**config.mk**
```make
export PLATFORM = sky130hd
export DESIGN_NAME = hub_port_power
export DESIGN_NICKNAME = d
export VERILOG_FILES = /design/src/rtl/hpc_pkg.sv /design/src/rtl/hpc_oc_filter.sv /design/src/rtl/hpc_mode_sel.sv /design/src/rtl/hub_port_power.sv
export SDC_FILE = /design/constraint.sdc
export NUM_CORES = 1
export LEC_CHECK = 0
export BUFFER_PORTS_ARGS = -buffer_cell sky130_fd_sc_hd__clkbuf_2
export CAP_MARGIN = 5
export CELL_PAD_IN_SITES_DETAIL_PLACEMENT = 1
export CELL_PAD_IN_SITES_GLOBAL_PLACEMENT = 1
export CORE_UTILIZATION = 42
export CTS_CLUSTER_DIAMETER = 100
export DETAILED_ROUTE_END_ITERATION = 12
export PLACE_DENSITY = 0.93
export SLEW_MARGIN = 20
export SYNTH_ARGS = -nofsm -noshare
export SYNTH_HDL_FRONTEND = slang
export SYNTH_HIERARCHICAL = 1
export SYNTH_SLANG_ARGS = --single-unit
export TNS_END_PERCENT = 100
```
**constraint.sdc**
```tcl
create_clock -name clk -period 2.4 [get_ports clk]
set_clock_uncertainty 0.2 [all_clocks]
set_input_delay 0.12 -clock clk [delete_from_list [all_inputs] [get_ports clk]]
set_output_delay 0.12 -clock clk [all_outputs]
set_load 0.05 [all_outputs]
```
**src/rtl/hpc_pkg.sv**
```systemverilog
package hpc_pkg;

    typedef struct packed {
        logic ready;
        logic gang;
    } mode_st_t;

endpackage

```
**src/rtl/hpc_oc_filter.sv**
```systemverilog
module hpc_oc_filter #(
    parameter int DEB_CYCLES = 16
) (
    input  logic clk,
    input  logic rst_n,
    input  logic oc_n_in,
    output logic oc_flt
);
    localparam int CW = (DEB_CYCLES > 2) ? $clog2(DEB_CYCLES) : 1;

    typedef struct packed {
        logic          s1;
        logic          s2;
        logic          filt;
        logic [CW-1:0] cnt;
    } flt_t;

    flt_t st_d, st_q;

    always_comb begin
        st_d    = st_q;
        st_d.s1 = ~oc_n_in;
        st_d.s2 = st_q.s1;
        if (st_q.s2 == st_q.filt) begin
            st_d.cnt = '0;
        end else if (st_q.cnt == CW'(DEB_CYCLES - 1)) begin
            st_d.filt = st_q.s2;
            st_d.cnt  = '0;
        end else begin
            st_d.cnt = st_q.cnt + 1'b1;
        end
    end

    always_ff @(posedge clk or negedge rst_n) begin
        if (!rst_n) st_q <= '0;
        else        st_q <= st_d;
    end

    assign oc_flt = st_q.filt;


    flt_hold_chk: assert property (@(posedge clk) disable iff (!rst_n)
        (st_q.filt != $past(st_q.filt)) |-> ($past(st_q.cnt) == CW'(DEB_CYCLES - 1)));

endmodule

```
**src/rtl/hpc_mode_sel.sv**
```systemverilog
module hpc_mode_sel
    import hpc_pkg::*;
#(
    parameter int CFG_W    = 16,
    parameter int GANG_BIT = 14
) (
    input  logic             clk,
    input  logic             rst_n,
    input  logic             cfg_done,
    input  logic             mode_src_pin,
    input  logic             gang_pin,
    input  logic [CFG_W-1:0] cfg_word0,
    output logic             cfg_ready,
    output logic             gang_mode
);
    mode_st_t m_d, m_q;
    logic     cfg_unused;

    assign cfg_unused = ^cfg_word0;

    always_comb begin
        m_d = m_q;
        if (cfg_done && !m_q.ready) begin
            m_d.ready = 1'b1;
            m_d.gang  = mode_src_pin ? gang_pin : cfg_word0[GANG_BIT];
        end
    end

    always_ff @(posedge clk or negedge rst_n) begin
        if (!rst_n) m_q <= '0;
        else        m_q <= m_d;
    end

    assign cfg_ready = m_q.ready;
    assign gang_mode = m_q.gang;


    mode_frozen_chk: assert property (@(posedge clk) disable iff (!rst_n)
        (m_q.ready && $past(m_q.ready)) |-> $stable(m_q.gang));

endmodule

```
**src/rtl/hub_port_power.sv**
```systemverilog
module hub_port_power #(
    parameter int NUM_PORTS  = 4,
    parameter int DEB_CYCLES = 16,
    parameter int CFG_W      = 16,
    parameter int GANG_BIT   = 14
) (
    input  logic                 clk,
    input  logic                 rst_n,
    input  logic                 cfg_done,
    input  logic                 mode_src_pin,
    input  logic                 gang_pin,
    input  logic [CFG_W-1:0]     cfg_word0,
    input  logic [NUM_PORTS-1:0] pwr_on_req,
    input  logic [NUM_PORTS-1:0] pwr_off_req,
    input  logic [NUM_PORTS-1:0] oc_chg_clr,
    input  logic [NUM_PORTS-1:0] oc_n,
    output logic [NUM_PORTS-1:0] port_pwr_en,
    output logic [NUM_PORTS-1:0] stat_pwr,
    output logic [NUM_PORTS-1:0] stat_oc,
    output logic [NUM_PORTS-1:0] stat_oc_chg
);
    typedef struct packed {
        logic [NUM_PORTS-1:0] pwr;
        logic [NUM_PORTS-1:0] chg;
    } port_st_t;

    port_st_t             p_d, p_q;
    logic [NUM_PORTS-1:0] oc_f;
    logic                 cfg_ready;
    logic                 gang_mode;

    hpc_mode_sel #(
        .CFG_W    (CFG_W),
        .GANG_BIT (GANG_BIT)
    ) u_mode (
        .clk          (clk),
        .rst_n        (rst_n),
        .cfg_done     (cfg_done),
        .mode_src_pin (mode_src_pin),
        .gang_pin     (gang_pin),
        .cfg_word0    (cfg_word0),
        .cfg_ready    (cfg_ready),
        .gang_mode    (gang_mode)
    );

    for (genvar i = 0; i < NUM_PORTS; i++) begin : g_flt
        hpc_oc_filter #(
            .DEB_CYCLES (DEB_CYCLES)
        ) u_flt (
            .clk     (clk),
            .rst_n   (rst_n),
            .oc_n_in (oc_n[i]),
            .oc_flt  (oc_f[i])
        );
    end

    always_comb begin
        p_d = p_q;
        if (!cfg_ready) begin
            p_d = '0;
        end else if (gang_mode) begin
            if (|oc_chg_clr) p_d.chg = '0;
            if (|oc_f) begin
                if (|p_q.pwr) p_d.chg = '1;
                p_d.pwr = '0;
            end else if (|pwr_off_req) begin
                p_d.pwr = '0;
            end else if (|pwr_on_req) begin
                p_d.pwr = '1;
            end
        end else begin
            for (int i = 0; i < NUM_PORTS; i++) begin
                if (oc_chg_clr[i]) p_d.chg[i] = 1'b0;
                if (oc_f[i]) begin
                    if (p_q.pwr[i]) p_d.chg[i] = 1'b1;
                    p_d.pwr[i] = 1'b0;
                end else if (pwr_off_req[i]) begin
                    p_d.pwr[i] = 1'b0;
                end else if (pwr_on_req[i]) begin
                    p_d.pwr[i] = 1'b1;
                end
            end
        end
    end

    always_ff @(posedge clk or negedge rst_n) begin
        if (!rst_n) p_q <= '0;
        else        p_q <= p_d;
    end

    assign port_pwr_en = p_q.pwr;
    assign stat_pwr    = p_q.pwr;
    assign stat_oc_chg = p_q.chg;
    assign stat_oc     = gang_mode ? {NUM_PORTS{|oc_f}} : oc_f;


    pre_cfg_off_chk: assert property (@(posedge clk) disable iff (!rst_n)
        !cfg_ready |-> (port_pwr_en == '0));


    gang_uniform_chk: assert property (@(posedge clk) disable iff (!rst_n)
        gang_mode |-> (p_q.pwr == '0 || p_q.pwr == '1));

    for (genvar i = 0; i < NUM_PORTS; i++) begin : g_chk

        oc_cut_chk: assert property (@(posedge clk) disable iff (!rst_n)
            oc_f[i] |=> !port_pwr_en[i]);


        chg_sticky_chk: assert property (@(posedge clk) disable iff (!rst_n)
            (cfg_ready && p_q.chg[i] && oc_chg_clr == '0) |=> p_q.chg[i]);


        gang_oc_chk: assert property (@(posedge clk) disable iff (!rst_n)
            (gang_mode && oc_f[i]) |=> (port_pwr_en == '0));
    end

endmodule

```
Word level (Yosys, flattened, before mapping)
Index checks and enable logic that the tools add are counted.
{"block": "word_totals", "reg_bits": 38, "input_bits": 37, "wordCells": 105, "out_inout_bits": 16}
{"block": "op_classes", "n_eq_ne": 13, "addsub": 4, "bitwise_logic": 8, "reduce_logical": 15, "muxes": 42}
{"cell": "$mux W4", "n": 15}
{"cell": "$mux W1", "n": 25}
{"cell": "$ne A5 B4 Y1 const B", "n": 4}
{"cell": "$reduce_or A4 Y1", "n": 5}
{"cell": "$add A4 B1 Y4 const B", "n": 4}
{"cell": "$eq A4 B4 Y1 const B", "n": 4}
{"cell": "$mux W8", "n": 2}
{"cell": "$reduce_and A2 Y1", "n": 8}
{"cell": "$not A1 Y1", "n": 8}
{"cell": "$ne A5 B5 Y1 const B", "n": 1}
{"cell": "$eq A1 B1 Y1", "n": 4}
{"cell": "$logic_and A1 B1 Y1", "n": 1}
{"cell": "$logic_not A1 Y1", "n": 1}

Depth between registers and ports, before layout
{"block": "depth", "word_depth": 6, "mapped_depth": 4, "mapped_depth_nobuf": 4}

Cells and area by module
Netlist, hierarchy kept.
{"module": "hpc_oc_filter", "area_per_inst_um2": 284.0, "cells_each": 21, "instances": 4, "seq_area_each_um2": 175.2}
{"module": "hub_port_power", "area_per_inst_um2": 551.8, "cells_each": 64, "instances": 1, "seq_area_each_um2": 200.2}
{"module": "hpc_mode_sel", "area_per_inst_um2": 92.6, "cells_each": 6, "instances": 1, "seq_area_each_um2": 50.0}

Worst setup path before layout
Ideal clock, no wire load.
{"block": "synth_path", "kind": "register -> output", "startpoint": "reg u_mode.m_q (netlist bit u_mode/gang_mode)", "endpoint": "out stat_oc[2]", "path_buffers": 1, "path_stages_with_launch": 4, "t_required_ns": 2.080, "arrival_time_ns": 1.284, "slack_ns": 0.796, "path_cell_list": "dfrtp_1 buf_2 nor2_1 nor2_1"}
{"block": "synth_via", "elab_chain_len": 1}
{"item": "start, declared", "line_no": "hpc_mode_sel.sv:16", "source": "mode_st_t m_d, m_q;"}
{"item": "start signal, assigned", "line_no": "hpc_mode_sel.sv:31", "source": "else m_q <= m_d;"}
{"item": "$mux W4", "line_no": "hub_port_power.sv:94", "source": "assign stat_oc = gang_mode ? {NUM_PORTS{|oc_f}} : oc_f;"}
{"item": "end, declared", "line_no": "hub_port_power.sv:19", "source": "output logic [NUM_PORTS-1:0] stat_oc,"}
Every way passes these cells.

==> out/qor.txt <==
outcome = finished, final reports clean
row count = 23
core area = 0.00403 mm²
layout cell share with drive strength beyond 1 = 32.5%
final WL = 4.26 mm
post-synthesis xor/xnor area fraction = 3.94%
Worst-Margin Slew = 0.927 ns
Gates resized, CTS repair = 0
CTS root buf = clkbuf_8
ANT cells = 0
Final #Nets = 246
critical path capture point type = flop
Period minus WS final = 1.94 ns
die span in x = 67.1 µm
routed wire length per instance = 16.6 µm
CP max FO = 4
Yosys warnings = 6
max_cap viols = 0
largest net degree at the start of global routing = 39
Peak VDD IR = 303 µV
max incr delay on CP = 0.67 ns
H-tree lvl count = 2
largest family of logic cells by synthesized area = simple AND/OR/NAND/NOR gates
placer congestion estimate = 0.730
fraction of synthesized area in multiplexers = 5.06%
Yosys reg bits = 38
vias in the first global route = 1,468
DP Worst Slack = 0.633 ns
clock buffer depth = 2
CP Data Required Time = 2.42 ns
final setup margin = 0.460 ns
Post-Synth Adder-Cell Area = 2.81%
CP Class = in2reg
first-pass GRT wire length = 6.87 mm
ANT nets after route = 0
Startpoint Class = primary input
worst path arrival time = 1.96 ns
slowest CP cell = dlygate4sd3_1
CTS tree = done
GR Overflow Total = 0
CP cell instances = dlygate4sd3_1, clkbuf_2, nor4_1, dlygate4sd3_1, nand2_1, a21oi_1
initial antenna violation count = 0
Fillers = 456
vias after detailed routing = 1,388
Post-Syn Nets = 195
I/O pin count = 53
Initial DRC Count = 60
Hold WC Path Type = in2reg
slew margin rel. = 38.2%
crit-path most repeated cell = dlygate4sd3_1
final setup TNS = 0 ns
power per cell area = 699 mW/mm²
Initial Util = 44.2%
# setup viols final = 0
die height = 67.1 µm
flop2flop setup slack = 0.63 ns
PortBufs = 37
Synth area leaders = dfrtp_1 53%, mux2_4 5.1%, a21oi_1 4.5%
area share of the largest cell type after synthesis = 53.4%
vias per std cell = 5.42
Avg Inst Size Synth = 11.6 µm²
sequential area share after synthesis = 53.4%
Synth Instances = 154
RSZ-0062 raised after global routing = false
Skew-Pair Late Insertion Delay = 0.29 ns
area growth from synthesis to layout = 24.9%
fin crit share = 80.8%
cts bufs inserted = 5
Detail Placement HPWL = 2.96 mm
drt first pass iters = 4
DRC violations left = 0
clk sinks = 38
Synth cell types = 24
Synth Area in Simple Gates = 19.1%
leak pwr = 1.05 nW
synthesized area = 0.00178 mm²
Final Hold Fails = 0
Synth Area in Compound Gates = 11.2%
Min Hold Slack = 0.0246 ns
Reg clk slew, reported paths = 0.08 ns
max-slew violations = 0
die area = 0.00450 mm²
fmax = 0.515 GHz
area leader, netlist = dfrtp_1
GRT Total Usage = 21.5%
==> metrics by stage <==
stage	total power (W)	area, µm²	std cells	util [%]
2_1_floorplan	0.000949	1780	154	-
6_report	0.00155	2220	256	55.2
3_5_place_dp	0.00103	1990	236	49.5
5_1_grt	0.00163	2220	256	55.2
3_3_place_gp	0.00102	1990	236	49.5
4_1_cts	0.00157	2220	256	55.2
==> cell usage in the layout, fill, tap and decap left out <==
master         count
dfrtp_1           38
clkbuf_2          37
a21oi_1           16
nor2_1            12
inv_1             12
dlygate4sd3_1     12
nor2b_1            9
o21ai_0            8
clkbuf_8           8
xnor2_1            8
mux2_4             6
nor4_1             4
nand2_1            4
nor4b_1            4
o22a_2             4
nand3_2            4
nor3b_2            4
nand4b_1           4
ha_1               4
a21o_1             3
nor4_4             1
o21a_1             1
a21o_2             1
and4_4             1
or2_2              1
==> final timing paths <==
kind                       cells after the start                     end                    from
setup / recovery                               6          stat_oc_chg[0]           oc_chg_clr[3]
hold / removal                                 3          port_pwr_en[0]          pwr_off_req[0]
setup reg to reg                               3          port_pwr_en[0]        u_mode/gang_mode
hold reg to reg                                0  g_flt[2].u_flt/st_q[5]  g_flt[2].u_flt/st_d[5]
max in group asynchronous                      2  g_flt[0].u_flt/st_q[2]                   rst_n
min in group asynchronous                      2          port_pwr_en[1]                   rst_n
==> cell type report <==
cell class	instances	area (µm²)	area share [%]
sequential	38	951	42.8
multi-input combinational	99	749	33.7
timing repair buffer	49	305	13.7
clock buffer	8	110	4.95
tap	50	62.6	2.81
inverter	12	45.0	2.03
==> synthesized netlist by cell type <==
master,n
inv_1,12
dfrtp_1,38
nor2b_1,9
nor4_4,1
a21oi_1,16
nand2_1,4
o21ai_0,8
xnor2_1,8
nor3b_2,4
nor4b_1,4
o22a_2,4
a21o_1,3
a21o_2,1
nor4_1,4
nor2_1,12
mux2_4,6
o21a_1,1
buf_4,4
nand3_2,4
or2_2,1
nand4b_1,4
and4_4,1
ha_1,4
buf_2,1
==> routing by layer <==
| layer | vias up | wire [µm] | GRT usage [%] | share of wire, % |
|---|---|---|---|---|
| met5 | - | 0 | 0 | 0 |
| met4 | 0 | 164 | 14.4 | 3.8 |
| met3 | 16 | 180 | 6.16 | 4.2 |
| met2 | 47 | 2210 | 35.1 | 52 |
| met1 | 691 | 1710 | 24.1 | 40 |
| li1 | 634 | - | - | - |
==> report_power, final <==
group | switching [W] | total (W) | internal [W]
combinational | 0.000192 | 0.000298 | 0.000105
sequential | 0.0000565 | 0.000742 | 0.000686
clock | 0.000224 | 0.000514 | 0.000290
==> cell families after synthesis <==
| group | Yosys count |
|---|---|
| AO/OA/AOI/OAI | 33 |
| XOR/XNOR | 8 |
| flip-flops | 38 |
| multiplexers | 6 |
| AND/OR/NAND/NOR | 48 |
| adder cells (fa/ha/maj) | 4 |
| buffers and inverters | 17 |
==> sequential cells by signal (all words and copies together), names as in the netlist <==
register and cells:
g_flt.u_flt/st_q 20, g_flt.u_flt/st_d 4, port_pwr_en 4, u_mode/gang_mode 1
g_flt.u_flt/oc_flt 4, stat_oc_chg 4, u_mode/cfg_ready 1
==> worst max-delay path: cells and delay by family <==
family / cells / cell delay, ns
simple gates: 2 / 0.36
compound gates: 1 / 0.15
buf+inv: 3 / 1.32
==> repair_timing <==
action | CTS | global route
hold buffers | 12 | 0
endpoints found under the hold margin | 48 | 0
buffers inserted | 0 | 0
(Power assumes the default switching activity.)
